===== config.mk =====
export PLATFORM = sky130hd
export DESIGN_NAME = motor_pwm_chan
export DESIGN_NICKNAME = d
export VERILOG_FILES = /design/src/rtl/motor_pwm_pkg.sv /design/src/rtl/motor_pwm_regs.sv /design/src/rtl/motor_pwm_counter.sv /design/src/rtl/motor_pwm_deadtime.sv /design/src/rtl/motor_pwm_chan.sv
export SDC_FILE = /design/constraint.sdc
export NUM_CORES = 1
export LEC_CHECK = 0
export ABC_AREA = 1
export BUFFER_PORTS_ARGS = -buffer_cell sky130_fd_sc_hd__buf_4
export CAP_MARGIN = 20
export CORE_MARGIN = 4
export CORE_UTILIZATION = 50
export DETAILED_ROUTE_END_ITERATION = 10
export GPL_TIMING_DRIVEN = 0
export PLACE_DENSITY = 0.67
export SLEW_MARGIN = 20
export SYNTH_ARGS = -nofsm -noshare
export SYNTH_HDL_FRONTEND = slang
export SYNTH_HIERARCHICAL = 1
export SYNTH_SLANG_ARGS = --single-unit

===== constraint.sdc =====
create_clock -name clk_i -period 5.05 [get_ports clk_i]
set_clock_uncertainty 0.1 [all_clocks]
set_input_delay 1.515 -clock clk_i [delete_from_list [all_inputs] [get_ports clk_i]]
set_output_delay 1.515 -clock clk_i [all_outputs]
set_load 0.005 [all_outputs]

===== src/rtl/motor_pwm_pkg.sv =====
package motor_pwm_pkg;
  typedef enum logic {DIR_UP = 1'b0, DIR_DOWN = 1'b1} cnt_dir_e;
  localparam int unsigned NUM_OUT = 2;  // index 0: A, 1: B
endpackage


===== src/rtl/motor_pwm_regs.sv =====
module motor_pwm_regs #(
  parameter int unsigned CNT_W = 16
) (
  input  logic             clk_i,
  input  logic             rst_ni,
  input  logic             run_i,
  input  logic             upd_dis_i,
  input  logic             eoc_i,
  input  logic             per_we_i,
  input  logic             mat_we_i,
  input  logic [CNT_W-1:0] wdata_i,
  output logic [CNT_W-1:0] per_f_o,
  output logic [CNT_W-1:0] mat_f_o
);
  logic [CNT_W-1:0] per_w_q, mat_w_q;

  always_ff @(posedge clk_i or negedge rst_ni) begin
    if (!rst_ni) begin
      per_w_q <= '0;
      mat_w_q <= '0;
      per_f_o <= '0;
      mat_f_o <= '0;
    end else begin
      if (per_we_i) per_w_q <= wdata_i;
      if (mat_we_i) mat_w_q <= wdata_i;
      if (!run_i) begin
        // stopped: writes bypass the shadow
        if (per_we_i) per_f_o <= wdata_i;
        if (mat_we_i) mat_f_o <= wdata_i;
      end else if (eoc_i && !upd_dis_i) begin
        per_f_o <= per_w_q;
        mat_f_o <= mat_w_q;
      end
    end
  end
endmodule


===== src/rtl/motor_pwm_counter.sv =====
module motor_pwm_counter
  import motor_pwm_pkg::*;
#(
  parameter int unsigned CNT_W = 16
) (
  input  logic             clk_i,
  input  logic             rst_ni,
  input  logic             run_i,
  input  logic             center_i,
  input  logic [CNT_W-1:0] per_i,
  output logic [CNT_W-1:0] cnt_o,
  output logic             eoc_o
);
  localparam logic [CNT_W-1:0] ONE = CNT_W'(1);

  cnt_dir_e         dir_q, dir_d;
  logic [CNT_W-1:0] cnt_d;

  always_comb begin
    cnt_d = cnt_o;
    dir_d = dir_q;
    eoc_o = 1'b0;
    if (!run_i) begin
      cnt_d = '0;
      dir_d = DIR_UP;
    end else if (!center_i) begin
      dir_d = DIR_UP;
      if (cnt_o >= per_i) begin
        cnt_d = '0;
        eoc_o = 1'b1;
      end else begin
        cnt_d = cnt_o + ONE;
      end
    end else if (dir_q == DIR_UP) begin
      if (cnt_o >= per_i) begin
        if (per_i <= ONE) begin
          cnt_d = '0;
          eoc_o = 1'b1;
        end else begin
          cnt_d = per_i - ONE;
          dir_d = DIR_DOWN;
        end
      end else begin
        cnt_d = cnt_o + ONE;
      end
    end else begin
      if (cnt_o <= ONE) begin
        cnt_d = '0;
        dir_d = DIR_UP;
        eoc_o = 1'b1;
      end else begin
        cnt_d = cnt_o - ONE;
      end
    end
  end

  always_ff @(posedge clk_i or negedge rst_ni) begin
    if (!rst_ni) begin
      cnt_o <= '0;
      dir_q <= DIR_UP;
    end else begin
      cnt_o <= cnt_d;
      dir_q <= dir_d;
    end
  end
endmodule


===== src/rtl/motor_pwm_deadtime.sv =====
module motor_pwm_deadtime #(
  parameter int unsigned DT_W = 8
) (
  input  logic            clk_i,
  input  logic            rst_ni,
  input  logic            raw_i,
  input  logic            dt_en_i,
  input  logic [DT_W-1:0] dt_val_i,
  output logic            act_o
);
  logic [DT_W-1:0] wait_q;

  always_ff @(posedge clk_i or negedge rst_ni) begin
    if (!rst_ni) begin
      wait_q <= '0;
      act_o  <= 1'b0;
    end else if (!dt_en_i) begin
      wait_q <= dt_val_i;
      act_o  <= raw_i;
    end else if (!raw_i) begin
      wait_q <= dt_val_i;
      act_o  <= 1'b0;
    end else if (wait_q != '0) begin
      wait_q <= wait_q - DT_W'(1);
      act_o  <= 1'b0;
    end else begin
      act_o  <= 1'b1;
    end
  end
endmodule


===== src/rtl/motor_pwm_chan.sv =====
module motor_pwm_chan
  import motor_pwm_pkg::*;
#(
  parameter int unsigned CNT_W = 16,
  parameter int unsigned DT_W  = 8
) (
  input  logic             clk_i,
  input  logic             rst_ni,
  input  logic             run_i,
  input  logic             center_i,
  input  logic             pol_i,
  input  logic             dt_en_i,
  input  logic             upd_dis_i,
  input  logic             per_we_i,
  input  logic             mat_we_i,
  input  logic [CNT_W-1:0] wdata_i,
  input  logic [DT_W-1:0]  dt_val_i,
  output logic             out_a_o,
  output logic             out_b_o
);
  logic [CNT_W-1:0]   per_f, mat_f, cnt_q;
  logic               eoc, cmp_hit;
  logic [NUM_OUT-1:0] raw, act;

  motor_pwm_regs #(.CNT_W(CNT_W)) u_regs (
    .clk_i     (clk_i),
    .rst_ni    (rst_ni),
    .run_i     (run_i),
    .upd_dis_i (upd_dis_i),
    .eoc_i     (eoc),
    .per_we_i  (per_we_i),
    .mat_we_i  (mat_we_i),
    .wdata_i   (wdata_i),
    .per_f_o   (per_f),
    .mat_f_o   (mat_f)
  );

  motor_pwm_counter #(.CNT_W(CNT_W)) u_cnt (
    .clk_i    (clk_i),
    .rst_ni   (rst_ni),
    .run_i    (run_i),
    .center_i (center_i),
    .per_i    (per_f),
    .cnt_o    (cnt_q),
    .eoc_o    (eoc)
  );

  assign cmp_hit = (cnt_q >= mat_f);
  assign raw[0]  = run_i &  cmp_hit;
  assign raw[1]  = run_i & ~cmp_hit;

  for (genvar g = 0; g < NUM_OUT; g++) begin : g_dt
    motor_pwm_deadtime #(.DT_W(DT_W)) u_dt (
      .clk_i    (clk_i),
      .rst_ni   (rst_ni),
      .raw_i    (raw[g]),
      .dt_en_i  (dt_en_i),
      .dt_val_i (dt_val_i),
      .act_o    (act[g])
    );
  end

  assign out_a_o = act[0] ^ pol_i;
  assign out_b_o = act[1] ^ pol_i;
endmodule


Word-level counts from Yosys, hierarchy flattened
Index checks and enable logic that the tools add are counted.
Storage, ports and cells
  bits of input ports: 33
  register bits: 99
Cells by class
  magnitude comparators: 4
  reduce and logical (&&, ||, !) cells: 8
  add/sub/neg operators: 5
  bitwise operators: 5
  equality and inequality tests: 3
  multiplexer cells: 38
Operator list (count)
  16-bit two-way mux: 13
  8-bit two-way mux: 6
  16-bit >= comparator: 2
  16-bit by 1-bit <= comparator with 1-bit output, second input constant: 2
  16-bit by 1-bit subtractor with 16-bit output, second input constant: 2
  1-bit two-way mux: 19
  16-bit by 1-bit adder with 16-bit output, second input constant: 1
  8-bit nonzero test: 2
  8-bit by 1-bit subtractor with 8-bit output, second input constant: 2
  3-bit != test, second input constant: 2
  2-bit AND reduction: 2
  2-bit nonzero test: 2
  1-bit AND: 2
  2-bit by 1-bit != test with 1-bit output, second input constant: 1
  1-bit bitwise XOR: 2
  1-bit logical AND: 1
  1-bit zero test: 1
  1-bit NOT: 1

Depth between registers and ports, before layout
Gate-level depths: netlist (run 1).
  word-level depth: 9
  depth in mapped cells: 19
  depth with buffers taken out: 19

Hierarchy
The synthesis (run 1) kept the hierarchy.
By module, submodules not included
  motor_pwm_regs: cells an instance 333, times used 1, area an instance 2816.5 µm²
  motor_pwm_counter: cells an instance 404, times used 1, area an instance 2476.1 µm²
  motor_pwm_deadtime: cells an instance 81, times used 2, area an instance 595.6 µm²
  motor_pwm_chan: cells an instance 74, times used 1, area an instance 481.7 µm²

Worst setup path after synthesis (run 1)
OpenSTA, ideal clock, no wires.
  path type: in2out
  from: input pol_i
  to: output out_a_o
  stages: 1
  setup slack: 1.768 ns
  arrival: 1.667 ns
  data required time: 3.435 ns
  path through: xor2_1
Between the ends
  longest elaborated chain between the ends: 1
Ends and longest elaborated chain
  start, declared: line motor_pwm_chan.sv:11  | input logic pol_i,
  1-bit bitwise XOR: line motor_pwm_chan.sv:63  | assign out_a_o = act[0] ^ pol_i;
  end, declared: line motor_pwm_chan.sv:18  | output logic out_a_o,
No other way between the ends.

Worst setup path in the final report (run 1)
  from: input pol_i
  to: output out_b_o
Between the ends
  longest elaborated chain between the ends: 1
Ends and longest elaborated chain
  1-bit bitwise XOR: line motor_pwm_chan.sv:64  | assign out_b_o = act[1] ^ pol_i;
  end, declared: line motor_pwm_chan.sv:19  | output logic out_b_o
No other way between the ends.

==> flow_metrics.env, run 1 <==
export IMPL_worstPathRequired_ns=3.44
export IMPL_layout_cell_area_non_filler_mm2=0.00774
export IMPL_placeableCoreArea_mm2=0.0135
export IMPL_min_delay_path_depth=2
export IMPL_clock_sink_count=99
export IMPL_max_vdd_ir_drop_v=0.000256
export IMPL_pwr_density_mw_per_mm2=347
export IMPL_launching_point_of_the_worst_reg2reg_path="u_cnt/cnt_o[7]$_DFF_PN0_"
export IMPL_clkTransAtPathRegs_ns=0.06
export IMPL_min_delay_path_class="register to register"
export IMPL_post_drt_wl_per_cell_um=14.1
export IMPL_boundary_pins=35
export IMPL_grt_first_pass_wirelength_mm=28.6
export IMPL_remaining_drcs=0
export IMPL_fp_row_count=42
export IMPL_n_diodes=0
export IMPL_grt_start_max_net_pins=100
export IMPL_drt_first_iter_violations=298
export IMPL_final_layout_net_count=1090
export IMPL_mappedNetlistNets=1047
export IMPL_grt_pass1_vias=5950
export IMPL_swShare_pct=37.5
export IMPL_crit_path_end_kind="output port"
export IMPL_cts_setup_buffers=0
export IMPL_final_setup_viol_count=0
export IMPL_final_period_minus_worst_setup_slack_ns=3.52
export IMPL_finalNonFillerCells=1195
export IMPL_synthToLayoutAreaGrowth_pct=11.2
export IMPL_vias=6072
export IMPL_mappedNetlistArea_mm2=0.00697
export IMPL_fmaxAchievable_mhz=284
export IMPL_total_detailed_routing_wirelength_mm=16.8
export IMPL_fill_cells=1350
export IMPL_cp_data_arrival_time_ns=1.91
export IMPL_chipHeight_um=126
export IMPL_vias_per_cell=5.08
export IMPL_p_sw_w=0.00101
export IMPL_r2r_cells=16
export IMPL_critical_register_to_register_path_endpoint="u_regs/mat_f_o[10]$_DFFE_PN0P_"
export IMPL_drt_pre_antenna_iters=6
export IMPL_synth_avg_cell_area_um2=7.16
export IMPL_cts_hold_fix_buffers=0
export IMPL_seqPwrFrac_pct=37.5
export IMPL_hold_viol=0
export IMPL_initial_core_util_pct=51.8
export IMPL_slew_violations=0
export IMPL_whs_endpoint="u_regs/mat_f_o[14]$_DFFE_PN0P_"
export IMPL_power_share_combinational_pct=34.7
export IMPL_share_clk_of_total_power_pct=27.8
export IMPL_place_congestion=0.886
export IMPL_post_detailed_placement_cell_area_mm2=0.00743
export IMPL_max_slew_worst_pin_slew_ns=0.910
export IMPL_placedCellCount=1181
export IMPL_number_of_cts_inserted_buffers=9
export IMPL_fin_crit_sh_pct=69.8
export IMPL_initial_antenna_violation_count=0
export IMPL_clock_tree_htree_level_count=3
export IMPL_hpwlAfterDp_mm=13.0
export IMPL_numPortBuffers=32
export IMPL_timing_critical_path_fanout_max=2
export IMPL_yosysUniqueCellTypes=37
export IMPL_die_outline_area_mm2=0.0159
export IMPL_clk_path_buf_depth=2
export IMPL_worstSkewPairLatency_ns=0.35
export IMPL_setup_tns_ns=0
export IMPL_power_static_leakage_nw=4.01
export IMPL_grt_overflow_total=0
export IMPL_cap_violations=0
export IMPL_antenna_violating_nets_post_route=0
export IMPL_cts_repair_resized=0
export IMPL_worst_slew_margin_rel_pct=39.3
export IMPL_rsz0062_at_grt="false"
export IMPL_globalRouteTotalUtil_pct=22.0
export IMPL_status="completed"
export IMPL_dieWidth_um=126
export IMPL_ys_warnings_count=6
export IMPL_intPower_w=0.00168
export IMPL_drive_gt1_share_pct=13.1
export IMPL_tritoncts="built"
export IMPL_cts_root_buffer="sky130_fd_sc_hd__clkbuf_16"
export IMPL_hold_path_startpoint="u_regs/mat_f_o[14]$_DFFE_PN0P_"
export IMPL_worst_setup_path_type="input pin to output port"
export IMPL_syn_inst=973
export IMPL_critPathLaunchType="input pin"
export IMPL_r2r_setup_slk_ns=2.25
export IMPL_synth_sequential_area_ratio_pct=35.6
export IMPL_synth_ff_latch_count=99
[cell usage after synthesis, drive strengths merged]
cell type	n	share of area [%]
nand2	272	16
nor2	130	8.3
inv	118	6.4
dfrtp	99	36
nand3	90	6.8
o21ai	60	4.4
a21oi	57	4.5
ha	41	7.4
xor2	29	3.6
buf	26	2.4
nand4	19	1.9
or2	8	0.72
nor3	7	0.90
clkbuf	6	0.32
nand3b	4	0.43
a21boi	2	0.22
o22ai	2	0.18
xnor2	2	0.25
o21a	1	0.11
[how the worst max path moves through the flow]
stage,to,start,depth (start not counted)
finish,out_b_o,pol_i,3
global route,out_a_o,pol_i,3
CTS,out_b_o,pol_i,3
detailed placement,out_b_o,pol_i,3
global placement,out_a_o,pol_i,3
floorplan,out_a_o,pol_i,1
[cell families after synthesis]
group,share of synthesized area (%)
compound gates,9.34
xor+xnor,3.90
fa+ha+maj,7.36
buf+inv,9.18
flops,35.6
simple gates,34.7
[per-layer routing]
| metal | vias up | global-route usage [%] | part of all wire [%] | wire (um) |
|---|---|---|---|---|
| met2 | 124 | 35.7 | 46 | 7720 |
| met1 | 2733 | 29.7 | 47 | 7950 |
| met3 | 23 | 4.87 | 4.8 | 802 |
| li1 | 3192 | - | - | - |
| met4 | 0 | 5.99 | 1.9 | 319 |
| met5 | - | 0 | 0 | 0 |
[worst max-delay path, stage by stage]
cell and delay [ns]:
sky130_fd_sc_hd__buf_4 0.12, sky130_fd_sc_hd__xor2_1 0.15, sky130_fd_sc_hd__buf_4 0.13
[registers in the layout, indices dropped and copies added, names as in the netlist]
register          flops
g_dt.u_dt/wait_q     16
u_cnt/cnt_o          16
u_regs/mat_w_q       16
u_regs/per_w_q       16
u_regs/mat_f_o       16
u_cnt/dir_q           1
g_dt.u_dt/act_o       2
u_regs/per_f_o       16
[through the flow]
stage	hold slack (ns)	total power [W]	setup WS (ns)	util (%)
2_1_floorplan	0.376	0.00171	1.77	-
3_3_place_gp	0.394	0.00193	1.53	55.2
3_5_place_dp	0.397	0.00195	1.52	55.2
4_1_cts	0.413	0.00270	1.52	57.6
5_1_grt	0.443	0.00291	1.51	57.6
6_report	0.410	0.00269	1.53	57.6
[placed cells by master (no fill, tap or decap), drive strengths merged, types with 15 or more instances in the layout]
cell type / Yosys / routed
nand4: 19 / 19
ha: 41 / 41
nand2: 272 / 272
inv: 118 / 120
dfrtp: 99 / 99
xor2: 29 / 29
nand3: 90 / 90
clkbuf: 6 / 15
buf: 26 / 58
nor2: 130 / 130
a21oi: 57 / 57
o21ai: 60 / 60
[final cells by class]
| class | count | area, um^2 | area share [%] |
|---|---|---|---|
| plain buffers | 32 | 191 | 2.47 |
| clock buffers | 9 | 225 | 2.91 |
| clock inverters | 5 | 87.6 | 1.13 |
| inverters | 118 | 448 | 5.79 |
| multi-input cells | 724 | 3850 | 49.7 |
| flip-flops and latches | 99 | 2480 | 32.0 |
| well taps | 176 | 220 | 2.84 |
| repair buffers | 32 | 244 | 3.15 |
[power groups by stage]
stage	combinational, W	clock [W]	sequential [W]
finish	0.000933	0.000747	0.00101
global route	0.00108	0.000804	0.00103
CTS	0.000931	0.000762	0.00101
floorplan	0.000721	0	0.000987
detailed placement	0.000925	0	0.00102
global placement	0.000911	0	0.00102
No activity file was read; power rests on OpenSTA's default activity.
==> inputs of run 2 (changes only) <==
--- a/config.mk
+++ b/config.mk
@@ -5,14 +5,14 @@
 export SDC_FILE = /design/constraint.sdc
 export NUM_CORES = 1
 export LEC_CHECK = 0
-export ABC_AREA = 1
+export ABC_AREA = 0
 export BUFFER_PORTS_ARGS = -buffer_cell sky130_fd_sc_hd__buf_4
 export CAP_MARGIN = 20
 export CORE_MARGIN = 4
 export CORE_UTILIZATION = 50
 export DETAILED_ROUTE_END_ITERATION = 10
 export GPL_TIMING_DRIVEN = 0
-export PLACE_DENSITY = 0.67
+export PLACE_DENSITY = 0.7
 export SLEW_MARGIN = 20
 export SYNTH_ARGS = -nofsm -noshare
 export SYNTH_HDL_FRONTEND = slang
==> constraint.sdc (replaced) <==
create_clock -name clk_i -period 2.84 [get_ports clk_i]
set_clock_uncertainty 0.1 [all_clocks]
set_input_delay 0.852 -clock clk_i [delete_from_list [all_inputs] [get_ports clk_i]]
set_output_delay 0.852 -clock clk_i [all_outputs]
set_load 0.005 [all_outputs]
==> run 2 against run 1 <==
  * Combinational power is 22% lower
  * First-iteration DRC count is 50% higher
  * Area after synthesis is 1.9% lower
  * Non-clock buffer count is 28 higher
  * Core utilization is 2.9 points higher
  * Largest power group unchanged
  * Highest routed layer unchanged
==> flow_metrics.env, run 2 <==
export IMPL_remaining_drcs=0
export IMPL_clock_sink_count=99
export IMPL_grt_overflow_total=0
export IMPL_most_frequent_cell_after_synthesis="sky130_fd_sc_hd__dfrtp_1"
export IMPL_ys_warnings_count=6
export IMPL_post_detailed_placement_cell_area_mm2=0.00731
export IMPL_fill_cells=1088
export IMPL_synthToLayoutAreaGrowth_pct=17.7
export IMPL_n_diodes=0
export IMPL_timing_critical_path_fanout_max=10
export IMPL_layout_cell_area_non_filler_mm2=0.00804
export IMPL_grt_first_pass_wirelength_mm=28.4
export IMPL_fp_row_count=42
export IMPL_boundary_pins=35
export IMPL_grt_util_met1_pct=29.3
export IMPL_total_power_w=0.00361
export IMPL_commonest_cells_after_routing_fill_and_taps_aside="sky130_fd_sc_hd__dfrtp_1, sky130_fd_sc_hd__inv_1, sky130_fd_sc_hd__buf_4, sky130_fd_sc_hd__nor2_1, sky130_fd_sc_hd__ha_1"
export IMPL_grt_busiest_layer="met2"
export IMPL_synth_top_cells_by_area="sky130_fd_sc_hd__dfrtp_1, sky130_fd_sc_hd__ha_1, sky130_fd_sc_hd__mux2_2"
export IMPL_worstSkewPairLatency_ns=0.35
export IMPL_slew_violations=0
export IMPL_rsz0062_at_grt="true"
export IMPL_synth_avg_cell_area_um2=9.90
export IMPL_drt_pre_antenna_iters=5
export IMPL_drive_gt1_share_pct=27.4
export IMPL_max_vdd_ir_drop_v=0.000300
export IMPL_clock_tree_htree_level_count=3
export IMPL_die_outline_area_mm2=0.0156
export IMPL_max_slew_worst_pin_slew_ns=0.890
export IMPL_syn_inst=690
export IMPL_globalRouteTotalUtil_pct=22.4
export IMPL_cts_root_buffer="sky130_fd_sc_hd__clkbuf_16"
export IMPL_cap_violations=0
export IMPL_power_static_leakage_nw=3.72
export IMPL_final_setup_viol_count=0
export IMPL_vias=5553
export IMPL_yosysUniqueCellTypes=63
export IMPL_synth_ff_latch_count=99
export IMPL_worst_slew_margin_rel_pct=40.7
export IMPL_initial_antenna_violation_count=0
export IMPL_status="completed"
export IMPL_drt_first_iter_violations=447
export IMPL_initial_core_util_pct=51.4
export IMPL_cp_data_arrival_time_ns=2.93
export IMPL_critPathLaunchType="register"
export IMPL_crit_path_end_kind="register"
export IMPL_synthTopCellsByCount="sky130_fd_sc_hd__dfrtp_1, sky130_fd_sc_hd__inv_1, sky130_fd_sc_hd__nor2_1"
export IMPL_total_detailed_routing_wirelength_mm=17.6
export IMPL_min_delay_path_depth=1
export IMPL_final_critical_path_setup_slack_ns=0.0276
export IMPL_r2r_cells=10
export IMPL_fmaxAchievable_mhz=356
export IMPL_placedCellCount=900
export IMPL_synth_edff_count=0
export IMPL_cts_hold_fix_buffers=0
export IMPL_layout_commonest_cell="sky130_fd_sc_hd__dfrtp_1"
export IMPL_antenna_violating_nets_post_route=0
export IMPL_clkTransAtPathRegs_ns=0.06
export IMPL_final_layout_net_count=826
export IMPL_dieWidth_um=125
export IMPL_placeableCoreArea_mm2=0.0133
export IMPL_hpwlAfterDp_mm=12.7
export IMPL_pwr_density_mw_per_mm2=449
export IMPL_mappedNetlistArea_mm2=0.00683
export IMPL_preCtsSetupSlack_ns=-0.781
export IMPL_worst_setup_path_type="register to register"
export IMPL_vias_per_cell=5.96
export IMPL_use_met2_pct=36.9
export IMPL_synth_largest_area_cell="sky130_fd_sc_hd__dfrtp_1"
export IMPL_post_drt_wl_per_cell_um=18.9
export IMPL_clk_path_buf_depth=2
export IMPL_chipHeight_um=125
export IMPL_fin_crit_sh_pct=99.0
export IMPL_finalNonFillerCells=932
export IMPL_tritoncts="built"
export IMPL_grt_pass1_vias=5554
export IMPL_synth_async_sr_flop_share_pct=100
export IMPL_min_delay_path_class="register to register"
export IMPL_synth_top_cell_area_share_pct=36.3
export IMPL_worstPathRequired_ns=2.96
export IMPL_hold_viol=0
export IMPL_postSynth_topFlopCell="sky130_fd_sc_hd__dfrtp_1"
export IMPL_grt_start_max_net_pins=100
export IMPL_place_congestion=0.907
export IMPL_number_of_cts_inserted_buffers=9
export IMPL_final_period_minus_worst_setup_slack_ns=2.81
export IMPL_synth_sequential_area_ratio_pct=36.3
export IMPL_met3_usage_pct=3.22
export IMPL_mappedNetlistNets=764
export IMPL_numPortBuffers=34
==> run 2: cell types whose count changed after synthesis, sizes merged, moves of 40 or more <==
| cell | before | now |
|---|---|---|
| nand3 | 90 | 16 |
| nand2 | 272 | 35 |
| inv | 118 | 78 |
| nor2 | 130 | 49 |
| o21ai | 60 | 8 |
| a21oi | 57 | 12 |
==> run 2: cells by family (layout without fill, tap and decap cells) <==
family          after synthesis  in the layout  share of synthesized area, %
compound gates              112            112                          13.6
xor+xnor                     43             43                          5.51
fa+ha+maj                    41             41                          7.51
buf+inv                     119            185                          8.28
flops                        99             99                          36.3
mux                          33             33                          5.44
simple gates                243            243                          23.4
==> run 2: path summary, 6_finish.rpt <==
check / endpoint / slack [ns] / startpoint
setup / recovery: u_cnt/cnt_o[8]$_DFF_PN0_ / 0.03 / u_regs/per_f_o[0]$_DFFE_PN0P_
hold / removal: u_regs/per_w_q[3]$_DFFE_PN0P_ / 0.40 / u_regs/per_w_q[3]$_DFFE_PN0P_
setup reg to reg: u_cnt/cnt_o[8]$_DFF_PN0_ / 0.03 / u_regs/per_f_o[0]$_DFFE_PN0P_
hold reg to reg: u_regs/per_w_q[3]$_DFFE_PN0P_ / 0.40 / u_regs/per_w_q[3]$_DFFE_PN0P_
max in group asynchronous: u_cnt/cnt_o[9]$_DFF_PN0_ / 1.49 / rst_ni
min in group asynchronous: u_regs/per_w_q[2]$_DFFE_PN0P_ / 0.51 / rst_ni
==> run 2: stage by stage <==
stage | hold WS, ns | TNS [ns] | utilization, %
4_1_cts | 0.403 | 0 | 58.1
5_1_grt | 0.419 | -0.780 | 60.5
3_5_place_dp | 0.388 | -26.08 | 55.0
2_1_floorplan | 0.373 | 0 | -
6_report | 0.399 | 0 | 60.5
3_3_place_gp | 0.382 | -26.58 | 55.0
==> run 2: repair_timing <==
action                     4_1_cts  5_1_grt
gates cloned                     0        1
gates resized for setup         26       35
setup endpoints to repair       50       54
buffers inserted                 6       12
pin swaps                        5        7
==> run 2: final cells by class <==
| cell class | count | area, um^2 | area share [%] |
|---|---|---|---|
| timing repair buffer | 53 | 419 | 5.21 |
| clock buffer | 11 | 243 | 3.02 |
| buffer | 39 | 299 | 3.72 |
| inverter | 78 | 295 | 3.67 |
| tap | 176 | 220 | 2.74 |
| multi-input combinational | 472 | 4030 | 50.1 |
| sequential | 99 | 2490 | 30.9 |
| clock inverter | 4 | 51.3 | 0.638 |
==> run 2: worst max-delay path, cell delays in order (launching register included) <==
cell and delay [ns]:
sky130_fd_sc_hd__dfrtp_2 0.46, sky130_fd_sc_hd__ha_4 0.25, sky130_fd_sc_hd__nand2b_1 0.14, sky130_fd_sc_hd__a2111o_1 0.40
sky130_fd_sc_hd__a32oi_2 0.20, sky130_fd_sc_hd__o211ai_2 0.16, sky130_fd_sc_hd__buf_4 0.17, sky130_fd_sc_hd__and3b_1 0.18
sky130_fd_sc_hd__buf_6 0.13, sky130_fd_sc_hd__buf_8 0.14, sky130_fd_sc_hd__a221o_1 0.35
==> run 2: power breakdown <==
part	total [W]	switching, W	internal [W]
Sequential	0.00165	0.000110	0.00154
Combinational	0.000728	0.000383	0.000345
Clock	0.00124	0.000535	0.000703
Total	0.00361	0.00103	0.00258
==> run 2: layer usage <==
metal  vias up  part of all wire (%)
met1      2740                    44
met4         0                   2.9
met5         -                     0
met2       152                    49
met3        30                   4.4
li1       2631                     -
